`config.mk`:
```
export PLATFORM = sky130hd
export DESIGN_NAME = mmc_top
export DESIGN_NICKNAME = d
export VERILOG_FILES = /design/src/rtl/mmc_pkg.sv /design/src/rtl/mmc_regs.sv /design/src/rtl/mmc_clkgen.sv /design/src/rtl/mmc_frame.sv /design/src/rtl/mmc_top.sv
export SDC_FILE = /design/constraint.sdc
export NUM_CORES = 1
export LEC_CHECK = 0
export BUFFER_PORTS_ARGS = -buffer_cell sky130_fd_sc_hd__buf_4
export CORE_MARGIN = 4
export CORE_UTILIZATION = 25
export DETAILED_ROUTE_END_ITERATION = 7
export PLACE_DENSITY = 0.4
export SLEW_MARGIN = 40
export SYNTH_ARGS = -nofsm -noshare
export SYNTH_HDL_FRONTEND = slang
export SYNTH_HIERARCHICAL = 1
export SYNTH_SLANG_ARGS = --single-unit
```
`constraint.sdc`:
```
create_clock -name clk_i -period 2.8 [get_ports clk_i]
set_input_delay 0.56 -clock clk_i [delete_from_list [all_inputs] [get_ports clk_i]]
set_output_delay 0.56 -clock clk_i [all_outputs]
set_load 0.02 [all_outputs]
```
`src/rtl/mmc_pkg.sv`:
```
package mmc_pkg;
  localparam int unsigned BUS_AW  = 5;
  localparam int unsigned BUS_DW  = 32;
  localparam int unsigned DIV_W   = 8;
  localparam int unsigned PA_W    = 5;
  localparam int unsigned RA_W    = 5;
  localparam int unsigned MD_DW   = 16;
  localparam int unsigned PRE_LEN = 32;
  localparam int unsigned FRM_LEN = PRE_LEN + 2 + 2 + PA_W + RA_W + 2 + MD_DW;
  localparam int unsigned IDX_W   = $clog2(FRM_LEN);
  localparam int unsigned TA_IDX  = FRM_LEN - MD_DW - 2;
  localparam int unsigned DAT_IDX = FRM_LEN - MD_DW;

  localparam logic [BUS_AW-1:0] A_CFG  = 5'h00;
  localparam logic [BUS_AW-1:0] A_CTRL = 5'h04;
  localparam logic [BUS_AW-1:0] A_RDAT = 5'h08;
  localparam logic [BUS_AW-1:0] A_WDAT = 5'h0C;
  localparam logic [BUS_AW-1:0] A_SPARE = 5'h10;

  typedef enum logic [1:0] {
    OP_NONE = 2'b00,
    OP_WR   = 2'b01,
    OP_RD   = 2'b10,
    OP_BAD  = 2'b11
  } mmc_op_e;

  typedef struct packed {
    mmc_op_e           op;
    logic [PA_W-1:0]   phy;
    logic [RA_W-1:0]   regad;
    logic [MD_DW-1:0]  data;
  } mmc_cmd_t;
endpackage

```
`src/rtl/mmc_regs.sv`:
```
module mmc_regs
  import mmc_pkg::*;
(
  input  logic              clk_i,
  input  logic              rst_ni,
  input  logic              wr_i,
  input  logic [BUS_AW-1:0] addr_i,
  input  logic [BUS_DW-1:0] wdata_i,
  output logic [BUS_DW-1:0] rdata_o,
  input  logic              busy_i,
  input  logic [MD_DW-1:0]  rd_data_i,
  output logic              cfg_en_o,
  output logic [DIV_W-1:0]  cfg_div_o,
  output logic              start_o,
  output mmc_cmd_t          cmd_o
);
  logic [DIV_W-1:0] div_q;
  logic             en_q;
  logic [MD_DW-1:0] wdat_q;
  logic [BUS_DW-1:0] spare_q;
  mmc_op_e          op_q;
  logic [PA_W-1:0]  phy_q;
  logic [RA_W-1:0]  reg_q;
  mmc_op_e          op_in;
  logic             op_ok;

  assign op_in = mmc_op_e'(wdata_i[31:30]);
  assign op_ok = (op_in == OP_WR) || (op_in == OP_RD);
  assign start_o = wr_i && (addr_i == A_CTRL) && wdata_i[8] && en_q && !busy_i && op_ok;

  assign cmd_o.op    = op_in;
  assign cmd_o.phy   = wdata_i[28:24];
  assign cmd_o.regad = wdata_i[20:16];
  assign cmd_o.data  = wdat_q;

  always_ff @(posedge clk_i or negedge rst_ni) begin
    if (!rst_ni) begin
      div_q   <= '0;
      en_q    <= 1'b0;
      wdat_q  <= '0;
      spare_q <= '0;
      op_q    <= OP_NONE;
      phy_q   <= '0;
      reg_q   <= '0;
    end else begin
      if (wr_i && addr_i == A_CFG) begin
        div_q <= wdata_i[DIV_W-1:0];
        en_q  <= wdata_i[DIV_W];
      end
      if (wr_i && addr_i == A_WDAT) wdat_q <= wdata_i[MD_DW-1:0];
      if (wr_i && addr_i == A_SPARE) spare_q <= wdata_i;
      if (start_o) begin
        op_q  <= cmd_o.op;
        phy_q <= cmd_o.phy;
        reg_q <= cmd_o.regad;
      end
    end
  end

  assign cfg_en_o  = en_q;
  assign cfg_div_o = div_q;

  always_comb begin
    rdata_o = '0;
    unique case (addr_i)
      A_CFG:   rdata_o = {{(BUS_DW-DIV_W-1){1'b0}}, en_q, div_q};
      A_CTRL:  rdata_o = {op_q, 1'b0, phy_q, 3'b0, reg_q, 15'b0, en_q & ~busy_i};
      A_RDAT:  rdata_o = {{(BUS_DW-MD_DW){1'b0}}, rd_data_i};
      A_WDAT:  rdata_o = {{(BUS_DW-MD_DW){1'b0}}, wdat_q};
      A_SPARE: rdata_o = spare_q;
      default: rdata_o = '0;
    endcase
  end
endmodule

```
`src/rtl/mmc_clkgen.sv`:
```
module mmc_clkgen
  import mmc_pkg::*;
(
  input  logic             clk_i,
  input  logic             rst_ni,
  input  logic             en_i,
  input  logic             run_i,
  input  logic [DIV_W-1:0] div_i,
  output logic             mdc_o,
  output logic             rise_o,
  output logic             fall_o
);
  logic [DIV_W-1:0] cnt_q;
  logic             tick;

  assign tick   = en_i && run_i && (cnt_q == div_i);
  assign rise_o = tick && !mdc_o;
  assign fall_o = tick && mdc_o;

  always_ff @(posedge clk_i or negedge rst_ni) begin
    if (!rst_ni) begin
      cnt_q <= '0;
      mdc_o <= 1'b0;
    end else if (!en_i || !run_i) begin
      cnt_q <= '0;
      mdc_o <= 1'b0;
    end else if (tick) begin
      cnt_q <= '0;
      mdc_o <= ~mdc_o;
    end else begin
      cnt_q <= cnt_q + 1'b1;
    end
  end
endmodule

```
`src/rtl/mmc_frame.sv`:
```
module mmc_frame
  import mmc_pkg::*;
(
  input  logic             clk_i,
  input  logic             rst_ni,
  input  logic             en_i,
  input  logic             start_i,
  input  mmc_cmd_t         cmd_i,
  input  logic             rise_i,
  input  logic             fall_i,
  input  logic             mdio_i,
  output logic             busy_o,
  output logic             is_rd_o,
  output logic             mdio_o,
  output logic             mdio_oe_o,
  output logic [MD_DW-1:0] rd_data_o
);
  logic [FRM_LEN-1:0] sh_q;
  logic [IDX_W-1:0]   idx_q;
  logic [MD_DW-1:0]   rx_q;
  logic [FRM_LEN-1:0] frame_w;
  logic               rd_cmd;

  assign rd_cmd  = (cmd_i.op == OP_RD);
  assign frame_w = {{PRE_LEN{1'b1}}, 2'b01, cmd_i.op, cmd_i.phy, cmd_i.regad,
                    rd_cmd ? 2'b11 : 2'b10,
                    rd_cmd ? {MD_DW{1'b1}} : cmd_i.data};

  always_ff @(posedge clk_i or negedge rst_ni) begin
    if (!rst_ni) begin
      busy_o    <= 1'b0;
      is_rd_o   <= 1'b0;
      idx_q     <= '0;
      sh_q      <= '0;
      rx_q      <= '0;
      rd_data_o <= '0;
    end else if (!en_i) begin
      busy_o <= 1'b0;
      idx_q  <= '0;
    end else if (start_i) begin
      busy_o  <= 1'b1;
      is_rd_o <= rd_cmd;
      idx_q   <= '0;
      sh_q    <= frame_w;
    end else if (busy_o) begin
      if (rise_i && is_rd_o && idx_q >= IDX_W'(DAT_IDX))
        rx_q <= {rx_q[MD_DW-2:0], mdio_i};
      if (fall_i) begin
        if (idx_q == IDX_W'(FRM_LEN - 1)) begin
          busy_o <= 1'b0;
          if (is_rd_o) rd_data_o <= rx_q;
        end else begin
          idx_q <= idx_q + 1'b1;
          sh_q  <= {sh_q[FRM_LEN-2:0], 1'b1};
        end
      end
    end
  end

  assign mdio_o    = busy_o ? sh_q[FRM_LEN-1] : 1'b1;
  assign mdio_oe_o = busy_o && (!is_rd_o || idx_q < IDX_W'(TA_IDX));
endmodule

```
`src/rtl/mmc_top.sv`:
```
module mmc_top
  import mmc_pkg::*;
(
  input  logic              clk_i,
  input  logic              rst_ni,
  input  logic              bus_wr_i,
  input  logic [BUS_AW-1:0] bus_addr_i,
  input  logic [BUS_DW-1:0] bus_wdata_i,
  output logic [BUS_DW-1:0] bus_rdata_o,
  output logic              mdc_o,
  output logic              mdio_o,
  output logic              mdio_oe_o,
  input  logic              mdio_i
);
  logic             cfg_en;
  logic [DIV_W-1:0] cfg_div;
  logic             start_go;
  mmc_cmd_t         cmd;
  logic             busy;
  logic             is_rd;
  logic             mdc_rise;
  logic             mdc_fall;
  logic [MD_DW-1:0] rd_data;

  mmc_regs u_regs (
    .clk_i     (clk_i),
    .rst_ni    (rst_ni),
    .wr_i      (bus_wr_i),
    .addr_i    (bus_addr_i),
    .wdata_i   (bus_wdata_i),
    .rdata_o   (bus_rdata_o),
    .busy_i    (busy),
    .rd_data_i (rd_data),
    .cfg_en_o  (cfg_en),
    .cfg_div_o (cfg_div),
    .start_o   (start_go),
    .cmd_o     (cmd)
  );

  mmc_clkgen u_clk (
    .clk_i  (clk_i),
    .rst_ni (rst_ni),
    .en_i   (cfg_en),
    .run_i  (busy),
    .div_i  (cfg_div),
    .mdc_o  (mdc_o),
    .rise_o (mdc_rise),
    .fall_o (mdc_fall)
  );

  mmc_frame u_frm (
    .clk_i     (clk_i),
    .rst_ni    (rst_ni),
    .en_i      (cfg_en),
    .start_i   (start_go),
    .cmd_i     (cmd),
    .rise_i    (mdc_rise),
    .fall_i    (mdc_fall),
    .mdio_i    (mdio_i),
    .busy_o    (busy),
    .is_rd_o   (is_rd),
    .mdio_o    (mdio_o),
    .mdio_oe_o (mdio_oe_o),
    .rd_data_o (rd_data)
  );
endmodule

```
-- After elaboration in Yosys (flattened, before gate mapping)
Index checks and enable logic that the tools add are counted.
- flip-flop bits (word level): 182
- bits in latches: 0
- RAM bits: 0
- bits in read-only memories: 0
- output and inout port bits: 35
- memories kept: 0
- $add $sub $neg: 2
- multipliers: 0
- divide/modulo/power cells: 0
- $lt $le $gt $ge: 2
- equality and inequality tests: 12
- shifts and indexed selects: 0
- muxes and demuxes: 22
- bitwise operators: 4
- reduce and logical (&&, ||, !) cells: 31
- operators with widths (cell ; number):
    $mux 64 ; 4
    $pmux 32 s5 ; 1
    $mux 6 ; 5
    $mux 16 ; 1
    $mux 8 ; 2
    $logic_and 1x1->1 ; 15
    $eq 5x4->1 const B ; 2
    $mux 1 ; 9
    $add 8x1->8 const B ; 1
    $eq 8x8->1 ; 1
    $reduce_and 4->1 ; 2
    $add 6x1->6 const B ; 1
    $eq 6x6->1 const B ; 1
    $ge 6x6->1 const B ; 1
    $lt 6x6->1 const B ; 1
    $ne 3x3->1 const B ; 2
    $reduce_and 6->1 ; 1
    $reduce_bool 2->1 ; 3
    $eq 5x3->1 const B ; 1
    $eq 5x5->1 const B ; 1
    $logic_not 5->1 ; 1
    $logic_not 1->1 ; 4
    $logic_or 1x1->1 ; 3
    $ne 3x2->1 const B ; 1
    other kinds (7) ; 9

-- Logic depth before layout (Yosys ltp)
Gate-level depths: netlist of the first run.
- word-level depth: 8
- depth in mapped cells: 10
- gate-level depth less buffers: 7

-- Modules after synthesis
The synthesis of the first run kept the hierarchy.
- modules (own cells, without submodules) (module ; times used ; cells each ; area an instance (um^2)):
    mmc_frame ; 1 ; 335 ; 4271.6
    mmc_regs ; 1 ; 261 ; 3291.9
    mmc_clkgen ; 1 ; 50 ; 531.8

-- Least setup slack after synthesis of the first run
Ideal clock, no wire load.
- path kind: input to register
- from: input port bus_addr_i[4]
- to: register u_frm.rd_data_o[0]
- library setup time: 0.125 ns
- arrival: 2.688 ns
- required time: 2.675 ns
- slack: -0.012 ns
- stages on the path: 9
- buffers on the path: 4
- cell sequence: or4b_4 > nor4b_4 > buf_6 > buf_2 > nor2b_4 > buf_6 > nand4_2 > buf_4 > mux2_2
- cells in the longest elaborated chain, start to end: 8
- ends and longest elaborated chain (what ; line ; text):
    start, declared ; mmc_top.sv:7 ; input logic [BUS_AW-1:0] bus_addr_i,
    $eq 5x3->1 ; mmc_regs.sv:29 ; assign start_o = wr_i && (addr_i == A_CTRL) && wdata_i[8] && en_q && !busy_i && op_ok;
    $logic_and 1x1->1 (5 in series) ; mmc_regs.sv:29 ;
    named net start_go ; mmc_top.sv:17 ; logic start_go;
    $not 1->1 (no line) ; - ;
    $reduce_and 6->1 (no line) ; - ;
    end signal, assigned ; mmc_frame.sv:51 ; if (is_rd_o) rd_data_o <= rx_q;
    end, declared ; mmc_frame.sv:16 ; output logic [MD_DW-1:0] rd_data_o
The timed path passes the listed nets, and every way through them passes these cells.
A chain may end at the register's enable or synchronous reset.

-- Worst setup path in the final report of the first run
- from: input port bus_addr_i[1]
- to: output port bus_rdata_o[9]
- cells in the longest elaborated chain, start to end: 2
- ends and longest elaborated chain (what ; line ; text):
    $eq 5x5->1 (tied with other cells) ; mmc_regs.sv:65 ; unique case (addr_i)
    $pmux 32 s5 (*) ; mmc_regs.sv:65 ;
    end, declared ; mmc_top.sv:9 ; output logic [BUS_DW-1:0] bus_rdata_o,
Mark *: on every way between the ends. The rest lies on a longest branch, timed or not.

==> metrics.md, run 1 <==
| Metric | Value |
|---|---|
| Placer Congestion | `roughly 0.76` |
| Critical-path maximum fanout | `13` |
| Slowest stage delay, CP | `between 0.3 and 0.4 ns` |
| Layout area overhead | `20.9%` |
| Die width | `roughly 190 um` |
| CTS Hold Buffers Added | `0` |
| Dpl hpwl | `roughly 13,000 um` |
| Worst EP arrival | `approximately 2.0 ns` |
| Unrepaired setup endpoints after global routing | `no` |
| First-pass GRT wire length | `31,300 um` |
| Die area | `approximately 35,000 sq um` |
| Crit-path slowest cell | `and2_1` |
| Setup bufs post-CTS | `0` |
| Worst IR Drop VDD | `around 0.28 mV` |
| Post-Layout Inst Area | `~10000 sq um` |
| Fin crit period | `approximately 2.5 ns` |
| Cells after Synth | `646` |
| CTS buffer count | `17` |
| Peak Freq | `between 0.3 and 0.4 GHz` |
| Clk pin slew, worst setup/hold paths | `roughly 0.07 ns` |
| Row count | `65` |
| Data required, critical path | `between 2 and 2.5 ns` |
| Clk buf depth | `2` |
| Post-route ant nets | `0` |
| Initial Util | `between 20% and 30%` |
| Largest net degree at the start of global routing | `slightly above 70` |
| CTS sink cnt | `about 180` |
| Area share of the largest cell type after synthesis | `a little under three fifths` |
| Tcrit/Tclk final | `approximately nine tenths` |
| Crit path capture type | `primary output` |
| Clock Skew | `0.0125 ns` |
| DRC Markers | `0` |
| Core ar. | `between 30,000 and 40,000 sq um` |
| Vias/cell | `~4.7` |
| #FFs+latches synth | `between 150 and 200` |
| Gr usage total | `about 11%` |
| DRT iter0 DRCs | `~320` |
| CTS tree | `built` |
| Diodes inserted | `0` |
| Post-CTS sizing | `0` |
| Worst Max-Slew Pin Slew | `0.735 ns` |
| Fin Setup TNS | `0 ns` |
| PwrDens | `about 600 nW/um^2` |
| Wirelength per Cell | `between 15 and 20 um` |
| Crit path cell chain | `buf_4, nor3b_2, buf_4, and2_1, a221o_1, buf_4` |
| H-Tree Depth | `4` |
| Syn Area/Cell | `12.5 sq um` |
| Final Hold Violating Endpoints | `0` |
| Area after DPL | `approximately 9000 sq um` |
| Number of global-route vias before repair | `approximately 5,700` |
| Yosys warnings | `6` |
| # port buffers | `75` |
| Syn Nets | `about 700` |
| Setup Viol. Count Final | `0` |
| Crit path kind | `in -> out` |
| Max Cap Viol | `0` |
| Clock Latency Late Sink | `approximately 0.43 ns` |
| Count leader, synth | `dfrtp_1` |
| Synth area leader | `dfrtp_1` |
| Pre-Repair DR Iteration Count | `5` |
| Die Y-Extent | `~190 um` |
| Leak | `about 4.5 nW` |
| Yosys cell types | `54` |
| Min Hold Slack | `0.150 ns` |
| Layout cells sized above 1 | `between 30% and 40%` |
| Vias | `approximately 5,300` |
| Seq/Total Area, Yosys | `56.3%` |
| Initial antenna violation count | `0` |
| FF-to-FF setup slack | `0.27 ns` |
| Outcome | `complete, no violations` |
| Post-synth EDFFs | `0` |
| Clock Tree Root | `clkbuf_16` |
| CP Launch Type | `input pin` |
| Fillers | `~3,200` |
| Final Max Tran Viols | `0` |
| Fraction of registers with async set/reset | `between 90% and 100%` |
| Synth top area cells | `dfrtp_1 (56%), mux2_2 (13%), o22a_1 (3.7%)` |
| Synth cell count leaders | `dfrtp_1 (182), mux2_2 (91), nand2_1 (45), nand3_1 (45)` |
| # IOs | `76` |
| Slew headroom | `roughly half` |
| Most frequent CP cell | `buf_4` |
| Top_reg_cell synth | `dfrtp_1` |
| Worst hold-check path type | `in -> async` |
| Mapped cell area | `between 8000 and 9000 sq um` |
| Grt total ovfl | `0` |
| Routed WL | `slightly below 20,000 um` |
| Layout Nets | `757` |
## metrics by stage
stage	power, mW	instances	worst slack, ns	utilization, %
detailed placement	3.46	1097	0.144	28.9
global route	6.13	1129	0.137	30.8
CTS	5.97	1129	0.223	30.8
global placement	3.44	1097	0.189	28.9
floorplan	3.22	646	0.0501	-
finish	5.86	1129	0.268	30.8
## cell type report
class                           count  area (sq um)  area share (%)
Sequential cell                   182          4550            46.5
Multi-Input combinational cell    405          3220            32.9
Timing Repair Buffer              103           877            8.96
Tap cell                          402           503            5.14
Clock buffer                       17           425            4.35
Clock inverter                     15           185            1.89
Inverter                            5          18.8           0.192
## layer usage
metal,routed length [um],vias to the layer above,GRT usage (%)
li1,-,2480,-
met1,8930,2704,14.3
met2,9290,93,18.2
met3,614,23,2.48
met4,370,0,3.67
met5,0,-,0
## where the power goes
| part | switching (mW) | internal, mW | leakage [nW] | total (mW) |
|---|---|---|---|---|
| registers | 0.126 | 2.80 | 2.47 | 2.92 |
| logic | 0.226 | 0.244 | 1.72 | 0.469 |
| clock network | 1.18 | 1.28 | 0.289 | 2.46 |
## worst max-delay path, delay by kind of cell
family | cells | cell delay (ns)
buffers and inverters | 3 | 0.54
AOI/OAI and AO/OA | 1 | 0.24
and+or+nand+nor | 2 | 0.62
## final timing paths
path | start | to | cells after the start
max in group asynchronous | rst_ni | u_regs/spare_q[20] | 2
hold reg to reg | u_frm/sh_q[8] | u_frm/sh_q[8] | 2
hold / removal | rst_ni | u_regs/spare_q[12] | 1
setup / recovery | bus_addr_i[1] | bus_rdata_o[9] | 6
min in group clk_i | mdio_i | u_frm/rx_q[0] | 2
setup reg to reg | u_clk/cnt_q[2] | u_frm/sh_q[57] | 9
## cells by family (layout without fill, tap and decap cells)
group	count (synthesis)	in the layout	synth area share, %
muxes	113	113	16.0
AOI/OAI and AO/OA	117	117	10.4
buffers and inverters	59	140	4.36
and+or+nand+nor	157	157	10.7
adders and majority gates	2	2	0.309
xor gates and xnor gates	16	16	1.92
DFF	182	182	56.3
## sequential cells by signal (all words and copies together), names as in the netlist, 6 cells and up
name and count:
u_regs/spare_q 32, u_frm/rx_q 16, u_regs/wdat_q 16, u_regs/cfg_div_o 8, u_frm/idx_q 6, u_clk/cnt_q 8
u_frm/rd_data_o 16, u_frm/sh_q 64
## cell usage in the layout, fill, tap and decap left out, types with 3 or more instances in the layout
master and instances:
mux2_4 10, dfrtp_1 182, nand3_1 44, and2_1 4
o21a_1 3, o21ai_0 34, mux2_2 91, o22a_1 34
xnor2_1 10, o22ai_1 15, nor2_1 15, xor2_1 4
a22o_1 12, inv_8 4, a221o_1 7, nand4_1 10
nand2_1 45, and3_1 13, a31oi_1 5, buf_4 94
clkinv_8 4, mux2i_1 12, inv_1 5, buf_12 8
clkbuf_16 17, clkinvlp_4 3
No activity file was read; power rests on OpenSTA's default activity.
==> run 2, diff against run 1 <==
--- a/config.mk
+++ b/config.mk
@@ -6,10 +6,12 @@
 export NUM_CORES = 1
 export LEC_CHECK = 0
 export BUFFER_PORTS_ARGS = -buffer_cell sky130_fd_sc_hd__buf_4
+export CAP_MARGIN = 20
 export CORE_MARGIN = 4
 export CORE_UTILIZATION = 25
 export DETAILED_ROUTE_END_ITERATION = 7
 export PLACE_DENSITY = 0.4
+export SETUP_SLACK_MARGIN = 0.3
 export SLEW_MARGIN = 40
 export SYNTH_ARGS = -nofsm -noshare
 export SYNTH_HDL_FRONTEND = slang
==> run 2 against run 1 <==
Against the previous run: final area is 1.7% higher; sequential share of layout area fell by 0.78 points; global-route usage rose by 0.38 points.
==> metrics.md, run 2 (synthesis results as in run 1) <==
| Metric | Value |
|---|---|
| Gr usage total | `11.4% (+0.38 points)` |
| H-Tree Depth | `4 (unchanged)` |
| Clock Skew | `0.0155 ns (+0.00300 ns)` |
| Leak | `4.59 nW (+2.5%)` |
| Pre-Repair DR Iteration Count | `4 (-1)` |
| CTS buffer count | `17 (unchanged)` |
| Fin crit period | `2.42 ns (-0.109 ns)` |
| Crit-path slowest cell | `a221o_1` |
| Worst path buffer plus inverter count | `2 (-1)` |
| Top Registers | `u_frm/sh_q: 64 flops, u_regs/spare_q: 32 flops` |
| GRT busiest layer | `met2` |
| Most frequent CP cell | `buf_4` |
| Top reg by flops | `u_frm/sh_q` |
| Die Y-Extent | `188 um (unchanged)` |
| Slowest stage delay, CP | `0.40 ns (+0.05 ns)` |
| Layout Nets | `764 (+0.92%)` |
| Initial antenna violation count | `0 (unchanged)` |
| Post-route core utilization | `31.4% (+0.53 points)` |
| Largest net degree at the start of global routing | `64 (-11%)` |
| Initial Util | `25.5% (unchanged)` |
| Grt total ovfl | `0 (unchanged)` |
| Worst EP arrival | `1.86 ns (-0.11 ns)` |
| Max Cap Viol | `0 (unchanged)` |
| Vias/cell | `4.68 (-0.41%)` |
| PwrDens | `603 nW/um^2 (+0.72%)` |
| Die area | `35,300 sq um (unchanged)` |
| # port buffers | `75 (unchanged)` |
| Crit path kind | `in -> out` |
| Clk buf depth | `2 (unchanged)` |
| CTS sink cnt | `182 (unchanged)` |
| Wirelength per Cell | `17.3 um (+1.9%)` |
| Worst IR Drop VDD | `0.371 mV (+33%)` |
| Diodes inserted | `0 (unchanged)` |
| Max FFs per register | `64 (unchanged)` |
| Outcome | `complete, no violations` |
| Row count | `65 (unchanged)` |
| Final Max Tran Viols | `0 (unchanged)` |
| Data required, critical path | `2.24 ns (about the same)` |
| Clk pin slew, worst setup/hold paths | `0.07 ns (about the same)` |
| Clock Tree Root | `clkbuf_16` |
| Critical-path maximum fanout | `9 (-4)` |
| Setup Viol. Count Final | `0 (unchanged)` |
| Unrepaired setup endpoints after global routing | `no` |
| CTS tree | `built` |
| DRT iter0 DRCs | `225 (-29%)` |
| Core ar. | `31,700 sq um (unchanged)` |
| Die width | `188 um (unchanged)` |
| M3 GR Usage | `2.70% (+0.22 points)` |
| Routed WL | `19,700 um (+2.5%)` |
| Dpl hpwl | `13,700 um (+2.7%)` |
| Tcrit/Tclk final | `86.5% (-3.9 points)` |
| Vias | `5,311 (+0.21%)` |
| Met1 Use GR | `15.4% (+1.1 points)` |
| Layout area overhead | `22.9%` |
| DRC Markers | `0 (unchanged)` |
| Peak Freq | `0.413 GHz (+4.5%)` |
| Post-route ant nets | `0 (unchanged)` |
| Worst hold-check path type | `in -> async` |
| Layout cells sized above 1 | `36.6% (+1.6 points)` |
| Slew headroom | `57.5% (+6.5 points)` |
| # IOs | `76 (unchanged)` |
| Met2 usage | `18.4% (+0.18 points)` |
| First-pass GRT wire length | `32,200 um (+2.8%)` |
| Fin Setup TNS | `0 ns (unchanged)` |
| Clock Latency Late Sink | `0.43 ns (about the same)` |
| CP Launch Type | `input pin` |
| Leading cell type in the layout, fill and taps excluded | `dfrtp_1` |
| Number of global-route vias before repair | `5,727 (+0.77%)` |
| Final Hold Violating Endpoints | `0 (unchanged)` |
| Crit path capture type | `primary output` |
| Most frequent cells in the layout | `dfrtp_1 (182), buf_4 (99), mux2_2 (81), nand2_1 (45), nand3_1 (44)` |
| CTS Hold Buffers Added | `0 (unchanged)` |
| Crit path cell chain | `buf_4, and2b_1, and2_2, a221o_1, buf_4` |
| Worst Max-Slew Pin Slew | `0.637 ns (-0.0981 ns)` |
| Top delay family on crit path | `simple AND/OR/NAND/NOR gates` |
| Placer Congestion | `0.762 (+0.34%)` |
[run 2: metrics by stage]
step	hold WS, ns	instance area [sq um]	instances	setup WS, ns	total power [mW]
after global placement	0.461	9240	1101	0.131	3.44
after CTS	0.149	9890	1134	0.287	6.08
after floorplan	0.264	8160	646	0.198	3.22
final	0.125	9950	1136	0.377	6.00
after global routing	0.163	9950	1136	0.311	6.26
after detailed placement	0.471	9240	1101	0.0664	3.47
[run 2: where the power goes]
part	switching (mW)	internal [mW]
Combinational	0.239	0.265
Clock	1.11	1.46
Sequential	0.128	2.80
Total	1.48	4.52
[run 2: final timing paths]
path / from / endpoint / slack (ns) / cells after the start
worst max-delay path: bus_addr_i[4] / bus_rdata_o[9] / 0.38 / 5
worst min-delay path: rst_ni / u_frm/sh_q[48] / 0.13 / 1
worst max register to register: u_clk/cnt_q[1] / u_frm/sh_q[50] / 0.42 / 9
worst min register to register: u_frm/sh_q[59] / u_frm/sh_q[60] / 0.48 / 1
max in group asynchronous: rst_ni / u_frm/sh_q[19] / 1.91 / 2
min in group clk_i: bus_wdata_i[29] / u_regs/spare_q[29] / 0.36 / 2
[run 2: timing repair]
action                                  CTS  global route
pin swaps                                 1             1
cloned                                    0             0
resized for setup                         4             7
buffers inserted                          1             2
endpoints found under the setup margin   52            52
[run 2: per-layer routing]
layer | share of wire (%) | wire (um) | up-vias
li1 | - | - | 2498
met1 | 48 | 9360 | 2726
met2 | 49 | 9630 | 76
met3 | 2.5 | 494 | 11
met4 | 0.99 | 195 | 0
met5 | 0 | 0 | -
[run 2: cell type report]
type                       instances  area [sq um]
fill                            3204         21800
sequential                       182          4550
multi-input combinational        405          3310
timing repair buffer             110           937
tap                              402           503
clock buffer                      18           439
clock inverter                    14           186
inverter                           5          18.8
==> run 3, diff against run 2 <==
--- a/config.mk
+++ b/config.mk
@@ -5,12 +5,13 @@
 export SDC_FILE = /design/constraint.sdc
 export NUM_CORES = 1
 export LEC_CHECK = 0
+export ABC_AREA = 1
 export BUFFER_PORTS_ARGS = -buffer_cell sky130_fd_sc_hd__buf_4
 export CAP_MARGIN = 20
 export CORE_MARGIN = 4
 export CORE_UTILIZATION = 25
 export DETAILED_ROUTE_END_ITERATION = 7
-export PLACE_DENSITY = 0.4
+export PLACE_DENSITY = 0.39
 export SETUP_SLACK_MARGIN = 0.3
 export SLEW_MARGIN = 40
 export SYNTH_ARGS = -nofsm -noshare
==> run 3 against run 2 <==
Against the previous run: clock-buffer cell count rose by 1; combinational power rose by 13%; clock power fell by 4%; area after synthesis rose by 13%; sequential share of layout area fell by 3.3 points; die area rose by 13%; synthesized cell count rose by 80%; largest cell class unchanged; sequential power barely moved; register-to-register slack improved by 0.19 ns; global-route usage rose by 1.9 points; highest routed layer unchanged; hold slack improved by 0.016 ns; first-iteration DRC count rose by 90%.
==> metrics.md, run 3 <==
| Metric | Value |
|---|---|
| Layout Nets | `1,257 (+65%)` |
| Initial antenna violation count | `0 (unchanged)` |
| CTS buffer count | `17 (unchanged)` |
| Synth top area cells | `dfrtp_1 (50%), nand2_1 (17%), nand3_1 (6.2%)` |
| Fraction of registers with async set/reset | `100% (unchanged)` |
| Area share of the largest cell type after synthesis | `49.7% (-6.6 points)` |
| Setup Viol. Count Final | `0 (unchanged)` |
| Gr usage total | `13.3% (+1.9 points)` |
| Seq/Total Area, Yosys | `49.7% (-6.6 points)` |
| #FFs+latches synth | `182 (unchanged)` |
| Leading cell type in the layout, fill and taps excluded | `nand2_1` |
| Grt total ovfl | `0 (unchanged)` |
| DRT iter0 DRCs | `428 (+90%)` |
| Crit path capture type | `primary output` |
| Leak | `5.48 nW (+19%)` |
| Worst Max-Slew Pin Slew | `0.774 ns (+0.137 ns)` |
| Clock Skew | `0.0182 ns (+0.00274 ns)` |
| Unrepaired setup endpoints after global routing | `no` |
| Vias/cell | `4.40 (-6.0%)` |
| Outcome | `complete, no violations` |
| Worst EP arrival | `1.85 ns (about the same)` |
| Crit-path slowest cell | `buf_4` |
| Fin Setup TNS | `0 ns (unchanged)` |
| Worst hold-check path type | `in -> async` |
| Top reg by flops | `u_frm/sh_q` |
| DRC Markers | `0 (unchanged)` |
| Core ar. | `35,800 sq um (+13%)` |
| Synth cell count leaders | `nand2_1 (409), dfrtp_1 (182), nand3_1 (113), inv_1 (103), nor2_1 (55)` |
| Dpl hpwl | `16,900 um (+23%)` |
| Count leader, synth | `nand2_1` |
| Die area | `39,800 sq um (+13%)` |
| Cells after Synth | `1,162 (+80%)` |
| Crit path cell chain | `buf_4, nor2_4, nand2_2, nor2_4, buf_4, nand2_1, nand3_1, buf_4` |
| Total power | `5.96 mW (-0.67%)` |
| Initial Util | `25.6% (+0.051 points)` |
| Clock Latency Late Sink | `0.44 ns (about the same)` |
| Worst IR Drop VDD | `0.410 mV (+10%)` |
| Peak Freq | `0.416 GHz (+0.68%)` |
| Row count | `69 (+6.2%)` |
| Clk buf depth | `2 (unchanged)` |
| Reg2Reg Capture Point | `u_frm/sh_q[24]` |
| Switching power | `1.63 mW (+10%)` |
| Clk pin slew, worst setup/hold paths | `0.07 ns (about the same)` |
| Max FFs per register | `64 (unchanged)` |
| # IOs | `76 (unchanged)` |
| Layout cells sized above 1 | `18.5% (-18 points)` |
| Diodes inserted | `0 (unchanged)` |
| Post-synth EDFFs | `0 (unchanged)` |
| Most frequent CP cell | `buf_4` |
| CTS sink cnt | `182 (unchanged)` |
| H-Tree Depth | `4 (unchanged)` |
| Logic pwr share | `9.5% (+1.1 points)` |
| Min Hold Slack | `0.141 ns (+0.0160 ns)` |
| Post-route ant nets | `0 (unchanged)` |
| Dpl ws | `0.232 ns (+0.166 ns)` |
| # port buffers | `75 (unchanged)` |
| Vias | `7,415 (+40%)` |
| FF-to-FF setup slack | `0.61 ns (+0.19 ns)` |
| Slowest stage delay, CP | `0.25 ns (-0.15 ns)` |
| Syn Nets | `1,205 (+75%)` |
| Number of global-route vias before repair | `7,391 (+29%)` |
| Yosys cell types | `35 (-35%)` |
| Placed Cells incl. Taps | `1,653 (+50%)` |
| Post-Layout Inst Area | `10,700 sq um (+7.9%)` |
| Top_reg_cell synth | `dfrtp_1` |
| Most frequent cells in the layout | `nand2_1 (409), dfrtp_1 (181), nand3_1 (113), inv_1 (100), buf_4 (99)` |
| Slew headroom | `48.4% (-9.1 points)` |
| Worst Setup SP | `bus_addr_i[1]` |
| Wirelength per Cell | `15.0 um (-14%)` |
| P_int | `4.33 mW (-4.2%)` |
| Area after DPL | `10,100 sq um (+9.6%)` |
| First-pass GRT wire length | `41,700 um (+30%)` |
| Critical Path End | `bus_rdata_o[15]` |
| CP Launch Type | `input pin` |
| Largest net degree at the start of global routing | `70 (+9.4%)` |
| Switch share | `27.3% (+2.7 points)` |
| Pre-Repair DR Iteration Count | `5 (+1)` |
| Crit path kind | `in -> out` |
| Yosys warnings | `6 (unchanged)` |
| Non-filler cells, final | `1,687 (+49%)` |
| Tcrit/Tclk final | `85.9% (-0.59 points)` |
| Data required, critical path | `2.24 ns (about the same)` |
| Top Registers | `u_frm/sh_q: 64 flops, u_regs/spare_q: 32 flops` |
| Worst reg-to-reg path cell count | `14 (+5)` |
| Worst r2r src | `u_regs/cfg_div_o[4]` |
| Final Hold Violating Endpoints | `0 (unchanged)` |
| Final Max Tran Viols | `0 (unchanged)` |
| Die Y-Extent | `199 um (+6.1%)` |
| Post-route core utilization | `30.0% (-1.4 points)` |
| Slack of the critical path | `0.394 ns (+0.0165 ns)` |
| Placer Congestion | `0.784 (+2.8%)` |
| Critical-path maximum fanout | `14 (+5)` |
| Share of total power in the clock network | `41.6% (-1.2 points)` |
| Routed WL | `25,300 um (+28%)` |
| Mapped cell area | `9160 sq um (+13%)` |
| Clock Tree Root | `clkbuf_16` |
| Max Cap Viol | `0 (unchanged)` |
| Syn Area/Cell | `7.89 sq um (-37%)` |
| PwrDens | `555 nW/um^2 (-7.9%)` |
| Sequential share of power | `48.9% (about the same)` |
| CTS tree | `built` |
| Fin crit period | `2.41 ns (-0.0165 ns)` |
| Layout area overhead | `17.2%` |
| Synth area leader | `dfrtp_1` |
| Die width | `199 um (+6.1%)` |
run 3: cell types whose count changed after synthesis, sizes merged, moves of 36 or more:
cell,delta
inv,+101
mux2,-101
nand2,+384
nand3,+71
nor2,+49
o21ai,+52
or2,+36
run 3: worst max-delay path: cells and delay by family:
family                 cells  cell delay (ns)
buffers and inverters      3             0.53
AND/OR/NAND/NOR            5             0.75
run 3: worst min-delay path by stage:
| stage | startpoint | to | slack (ns) | depth (start not counted) |
|---|---|---|---|---|
| global placement | u_frm/sh_q[59] | u_frm/sh_q[59] | 0.45 | 2 |
| global route | rst_ni | u_regs/spare_q[12] | 0.17 | 1 |
| detailed placement | u_frm/sh_q[16] | u_frm/sh_q[16] | 0.46 | 2 |
| floorplan | rst_ni | u_clk/cnt_q[0] | 0.26 | 0 |
| CTS | rst_ni | u_frm/sh_q[56] | 0.15 | 1 |
| finish | rst_ni | u_frm/sh_q[56] | 0.14 | 1 |
run 3: routing by layer:
layer,up-vias,GRT usage (%),part of all wire (%)
met5,-,0,0
met4,0,2.97,1.0
met3,12,2.68,3.5
met2,124,20.1,43
met1,3524,19.7,52
li1,3755,-,-
run 3: repair_timing:
item	CTS	global route
setup endpoints to repair	19	43
setup buffers	3	0
pin swaps	2	2
resized for setup	0	2
hold buffers	0	0
run 3: cell families after synthesis:
kind of cell,Yosys count,synth area share (%)
buf+inv,180,9.71
xor+xnor,7,0.669
fa+ha+maj,2,0.273
simple gates,681,33.0
compound gates,110,6.62
flops,182,49.7
run 3: final cells by class:
type / count / area [sq um]
fill: 3875 / 25100
sequential: 182 / 4560
multi-input combinational: 800 / 3720
timing repair buffer: 107 / 897
tap: 461 / 577
clock buffer: 19 / 443
inverter: 106 / 400
clock inverter: 12 / 144
run 3: power groups by stage:
stage	sequential, mW	clock, mW	combinational, mW
2_1_floorplan	2.92	0	0.355
3_3_place_gp	2.97	0	0.578
3_5_place_dp	2.97	0	0.578
4_1_cts	2.91	2.58	0.583
5_1_grt	2.94	2.68	0.657
6_report	2.91	2.48	0.567
